--- config.mk ---
export PLATFORM = sky130hd
export DESIGN_NAME = lpc_clk_stop
export DESIGN_NICKNAME = d
export VERILOG_FILES = /design/src/rtl/lpc_pkg.sv /design/src/rtl/lpc_strobe_edge.sv /design/src/rtl/lpc_addr_match.sv /design/src/rtl/lpc_cycle_tracker.sv /design/src/rtl/lpc_clk_gate.sv /design/src/rtl/lpc_clk_stop.sv
export SDC_FILE = /design/constraint.sdc
export NUM_CORES = 1
export LEC_CHECK = 0
export ABC_AREA = 1
export BUFFER_PORTS_ARGS = -buffer_cell sky130_fd_sc_hd__buf_2
export CAP_MARGIN = 5
export CORE_MARGIN = 1.5
export CORE_UTILIZATION = 37
export CTS_CLUSTER_DIAMETER = 150
export DETAILED_ROUTE_END_ITERATION = 8
export GPL_TIMING_DRIVEN = 0
export PLACE_DENSITY = 0.74
export SYNTH_ARGS = -nofsm -noshare
export SYNTH_HDL_FRONTEND = slang
export SYNTH_SLANG_ARGS = --single-unit
--- constraint.sdc ---
create_clock -name sys_clk -period 1.3 [get_ports sys_clk]
set_input_delay 0.26 -clock sys_clk [delete_from_list [all_inputs] [get_ports sys_clk]]
set_output_delay 0.26 -clock sys_clk [all_outputs]
set_load 0.01 [all_outputs]
--- src/rtl/lpc_pkg.sv ---
package lpc_pkg;

   // How the bus-cycle tracker stores its position
   typedef enum logic [0:0] {
      CNT_BINARY = 1'b0,
      CNT_ONEHOT = 1'b1
   } cnt_style_e;

   // Strobe events seen at a system clock rising edge
   typedef struct packed {
      logic start;   // strobe newly asserted: a bus cycle begins
      logic finish;  // strobe newly negated: a bus cycle ends
   } strobe_ev_t;

endpackage

--- src/rtl/lpc_strobe_edge.sv ---
module lpc_strobe_edge (
   input  logic                sys_clk,
   input  logic                rst,
   input  logic                as_n,
   output lpc_pkg::strobe_ev_t ev
);
   logic as_q;

   always_ff @(posedge sys_clk or posedge rst) begin
      if (rst) as_q <= 1'b1;
      else     as_q <= as_n;
   end

   always_comb begin
      ev.start  = as_q & ~as_n;
      ev.finish = ~as_q & as_n;
   end
endmodule

--- src/rtl/lpc_addr_match.sv ---
module lpc_addr_match #(
   parameter int            ADDR_W  = 24,
   parameter int            FC_W    = 3,
   parameter logic [ADDR_W-1:0] LP_ADDR = '0,
   parameter logic [FC_W-1:0]   SUP_FC  = '1
) (
   input  logic [ADDR_W-1:0] addr,
   input  logic              rw_n,
   input  logic [FC_W-1:0]   fc,
   output logic              hit
);
   logic addr_eq, fc_eq;

   always_comb begin
      addr_eq = (addr == LP_ADDR);
      fc_eq   = (fc == SUP_FC);
      hit     = addr_eq & fc_eq & ~rw_n;
   end
endmodule

--- src/rtl/lpc_cycle_tracker.sv ---
module lpc_cycle_tracker #(
   parameter lpc_pkg::cnt_style_e STYLE = lpc_pkg::CNT_BINARY,
   parameter int CYC_WIDE   = 2,
   parameter int CYC_NARROW = 3,
   localparam int MAX_CYC   = (CYC_WIDE > CYC_NARROW) ? CYC_WIDE : CYC_NARROW,
   localparam int CNT_W     = $clog2(MAX_CYC + 1)
) (
   input  logic                sys_clk,
   input  logic                rst,
   input  logic                restart,
   input  lpc_pkg::strobe_ev_t ev,
   input  logic                hit,
   input  logic                bus8,
   output logic                stop_req
);
   if (STYLE == lpc_pkg::CNT_BINARY) begin : g_binary
      logic [CNT_W-1:0] cnt;
      logic [CNT_W-1:0] goal;

      assign goal = bus8 ? CNT_W'(CYC_NARROW) : CNT_W'(CYC_WIDE);

      always_ff @(posedge sys_clk or posedge rst) begin
         if (rst) begin
            cnt      <= '0;
            stop_req <= 1'b0;
         end else if (restart) begin
            cnt      <= '0;
            stop_req <= 1'b0;
         end else if (!stop_req) begin
            if (cnt == '0) begin
               if (ev.start && hit) cnt <= CNT_W'(1);
            end else if (cnt == goal) begin
               if (ev.finish) stop_req <= 1'b1;
            end else if (ev.start) begin
               cnt <= cnt + CNT_W'(1);
            end
         end
      end
   end else begin : g_onehot
      logic [MAX_CYC-1:0] stage;
      logic               at_goal;

      assign at_goal = bus8 ? stage[CYC_NARROW-1] : stage[CYC_WIDE-1];

      always_ff @(posedge sys_clk or posedge rst) begin
         if (rst) begin
            stage    <= '0;
            stop_req <= 1'b0;
         end else if (restart) begin
            stage    <= '0;
            stop_req <= 1'b0;
         end else if (!stop_req) begin
            if (stage == '0) begin
               if (ev.start && hit) stage <= MAX_CYC'(1);
            end else if (at_goal) begin
               if (ev.finish) stop_req <= 1'b1;
            end else if (ev.start) begin
               stage <= stage << 1;
            end
         end
      end
   end
endmodule

--- src/rtl/lpc_clk_gate.sv ---
module lpc_clk_gate (
   input  logic sys_clk,
   input  logic rst,
   input  logic stop_req,
   output logic cpu_clk,
   output logic stopped
);
   logic run_q;

   // Enable and flag move only on the falling edge, i.e. while sys_clk is low
   always_ff @(negedge sys_clk or posedge rst) begin
      if (rst) begin
         run_q   <= 1'b1;
         stopped <= 1'b0;
      end else begin
         run_q   <= ~stop_req;
         stopped <= stop_req;
      end
   end

   assign cpu_clk = sys_clk & run_q;
endmodule

--- src/rtl/lpc_clk_stop.sv ---
module lpc_clk_stop #(
   parameter int                  ADDR_W       = 24,
   parameter int                  FC_W         = 3,
   parameter logic [ADDR_W-1:0]   LP_ADDR      = 24'hFF_F000,
   parameter logic [FC_W-1:0]     SUP_FC       = 3'b101,
   parameter int                  FETCH_WIDE   = 1,
   parameter int                  FETCH_NARROW = 2,
   parameter lpc_pkg::cnt_style_e STYLE        = lpc_pkg::CNT_BINARY
) (
   input  logic              sys_clk,
   input  logic              rst,
   input  logic              restart,
   input  logic [ADDR_W-1:0] addr,
   input  logic              rw_n,
   input  logic [FC_W-1:0]   fc,
   input  logic              as_n,
   input  logic              bus8,
   output logic              cpu_clk,
   output logic              stopped
);
   // The matching write is counted in addition to the fetch cycles
   localparam int CYC_WIDE   = FETCH_WIDE + 1;
   localparam int CYC_NARROW = FETCH_NARROW + 1;

   if (ADDR_W < 1 || ADDR_W > 32) begin : g_bad_addr_w
      $error("lpc_clk_stop: ADDR_W out of range");
   end
   if (FC_W < 1) begin : g_bad_fc_w
      $error("lpc_clk_stop: FC_W must be positive");
   end
   if (FETCH_WIDE < 1 || FETCH_NARROW < 1) begin : g_bad_fetch
      $error("lpc_clk_stop: fetch cycle counts must be at least one");
   end

   lpc_pkg::strobe_ev_t ev;
   logic                hit;
   logic                stop_req;

   lpc_strobe_edge u_edge (
      .sys_clk (sys_clk),
      .rst     (rst),
      .as_n    (as_n),
      .ev      (ev)
   );

   lpc_addr_match #(
      .ADDR_W  (ADDR_W),
      .FC_W    (FC_W),
      .LP_ADDR (LP_ADDR),
      .SUP_FC  (SUP_FC)
   ) u_match (
      .addr (addr),
      .rw_n (rw_n),
      .fc   (fc),
      .hit  (hit)
   );

   lpc_cycle_tracker #(
      .STYLE      (STYLE),
      .CYC_WIDE   (CYC_WIDE),
      .CYC_NARROW (CYC_NARROW)
   ) u_track (
      .sys_clk  (sys_clk),
      .rst      (rst),
      .restart  (restart),
      .ev       (ev),
      .hit      (hit),
      .bus8     (bus8),
      .stop_req (stop_req)
   );

   lpc_clk_gate u_gate (
      .sys_clk  (sys_clk),
      .rst      (rst),
      .stop_req (stop_req),
      .cpu_clk  (cpu_clk),
      .stopped  (stopped)
   );
endmodule

==> impl_metrics.ini <==
[run_status]
outcome = complete, but fails checks
violations = negative setup slack

[die]
dieHeight_um = 41.7
num_rows = 13
die_x_um = 41.7
start_util = 0.410
io_pins = 35
core-area_mm2 = 0.00135
die-area_mm2 = 0.00174

[power]
peakVddDrop_mv = 1.36
p_per_area_mw_per_mm2 = 842
leakage_uw = 0.000535

[hold_path]
min_from = as_n
whs_path_depth = 1
min_to = u_edge.as_q
hold_class = input pin to flip-flop

[layout]
diodes = 0
final_cell_area_um2 = 893
multi_input_area_um2 = 333
area_delta_synth_final_pct = 61.5
seq_area_um2 = 153
drive_above_1_share = 0.427
final.fill_count = 137
num-nets-final = 185

[grt]
overflow = 0
grt_pass1_wl_um = 2550
antenna_found_initial = 0
grt_pass1_vias = 683
grt_usage = 0.181
grt_max_degree = 7

[sta]
layout_setup_ws_ns = -0.712
fin_skew_ns = 0.0616
slew_violations = 0
hold_violations = 0
maxSlewHeadroom = 0.844
rsz0062_at_grt = true
tightest_slew_ns = 0.234
tns_ns = -1.24
setup_viol = 4

[synthesis]
ys_ff_latch = 6
syn_nets = 135
syn_area_um2 = 553
syn_inst = 101
synth_edf_count = 0
ys_seq_area_frac = 0.276
ys_warn_count = 0
synth_flop_cell = dfrtp_1
synth_common_cells = 36 x nand2_1, 27 x inv_1, 19 x nor2_1
synthTopCellsByArea = nand2_1 24%, inv_1 18%, dfrtp_1 14%
yosys.cell_count.top_type = nand2_1
yosysTopAreaCell = nand2_1
synth.distinct_cells = 16
yosysTopAreaCellShare = 0.244
synth.avg_cell_area_um2 = 5.48
async_flop_share = 1.00

[cts]
cts_tree = done
clk_pin_slew_ns = 0.05
clock_latency_ns = 0.41

[route]
drc = 0
firstDrtPassIters = 4
postRouteAntennaNets = 0
drt_iter0_markers = 9
wirelength_um = 1480
vias_per_cell = 4.41
num_vias = 727
routedWlPerCell_um = 8.96

[place]
portBuffers = 34
placed_cell_area_um2 = 742
place.gp.congestion = 0.744
post-place-ws_ns = -0.292
dp_hpwl_um = 1070

[critical_path]
critPathArrivalTime_ns = 1.75
r2r_slack_ns = -0.05
cp-start-kind = flip-flop
r2r-start = u_track.g_binary.cnt[1]
r2r-end = u_track.g_binary.cnt[0]
ff2ff_path_depth = 11
path_max_fanout = 1
cp.required_ns = 1.04
cp-end-kind = primary output
criticalPathCategory = flip-flop to primary output

[job]
cap_violations = 0
[where the power goes]
group | total (µW) | switching [µW] | leakage (µW) | internal, µW
Sequential | 191 | 0.668 | 0.0000770 | 191
Combinational | 112 | 55.0 | 0.000409 | 57.3
Clock | 448 | 153 | 0.0000486 | 295
Total | 752 | 209 | 0.000535 | 543
[worst max path at each step]
| stage | start | cells past startpoint | endpoint | slack, ns |
|---|---|---|---|---|
| 2_1_floorplan | u_gate.run_q | 2 | cpu_clk | -0.21 |
| 3_3_place_gp | u_gate.run_q | 3 | cpu_clk | -0.29 |
| 3_5_place_dp | u_gate.run_q | 3 | cpu_clk | -0.29 |
| 4_1_cts | u_gate.run_q | 3 | cpu_clk | -0.72 |
| 5_1_grt | u_gate.run_q | 3 | cpu_clk | -0.76 |
| 6_report | u_gate.run_q | 3 | cpu_clk | -0.71 |
[what timing repair did]
item / CTS / global route
hold endpoints to repair: 3 / 0
resized for setup: 10 / 3
endpoints found under the setup margin: 5 / 5
pin swaps: 2 / 5
hold buffers: 1 / 0
buffers inserted: 3 / 4
[cell families after synthesis]
family | after synthesis | synth area share
flops | 6 | 0.276
fa+ha+maj | 1 | 0.0226
compound gates | 3 | 0.0271
buf+inv | 27 | 0.183
simple gates | 64 | 0.491
[layout by cell type (no fill, tap or decap), types with 2 or more instances in the layout]
cell type	count
buf_2	33
nand2_1	31
inv_1	23
nor2_1	19
buf_4	7
nand2_2	6
clkbuf_4	6
inv_2	4
dfrtp_1	3
nand3_1	2
nand3b_1	2
nor2_4	2
dfstp_2	2
[per-stage QoR]
| step | total power, µW | hold WS [ns] | utilization | std cells |
|---|---|---|---|---|
| 2_1_floorplan | 300 | 0.0495 | - | 101 |
| 4_1_cts | 765 | 0.0174 | 0.633 | 161 |
| 3_3_place_gp | 380 | 0.173 | 0.550 | 150 |
| 3_5_place_dp | 384 | 0.185 | 0.550 | 150 |
| 6_report | 752 | 0.0227 | 0.662 | 165 |
| 5_1_grt | 812 | 0.0186 | 0.662 | 165 |
[layout make-up]
class / instances / area share
sequential: 6 / 0.171
multi-input combinational: 68 / 0.373
inverter: 25 / 0.105
clock buffer: 8 / 0.0672
timing repair buffer: 41 / 0.255
tap: 15 / 0.0210
clock inverter: 2 / 0.00840
[state kept, by name, summed over array words and instances (netlist names)]
signal / cells
u_gate.stopped: 1
u_track.stop_req: 1
u_track.g_binary.cnt: 2
u_gate.run_q: 1
u_edge.as_q: 1
[metal layers]
metal	GRT usage	vias to the layer above	share of wire
li1	-	387	-
met3	0.0478	0	0.055
met4	0.0258	0	0
met2	0.338	23	0.52
met5	0	-	0
met1	0.208	317	0.43
[critical path, stage by stage (launching register included)]
cell,delay [ns]
dfstp_2,0.51
nand2_2,0.05
inv_2,0.04
buf_6,0.09
No activity file was read; power rests on OpenSTA's default activity.
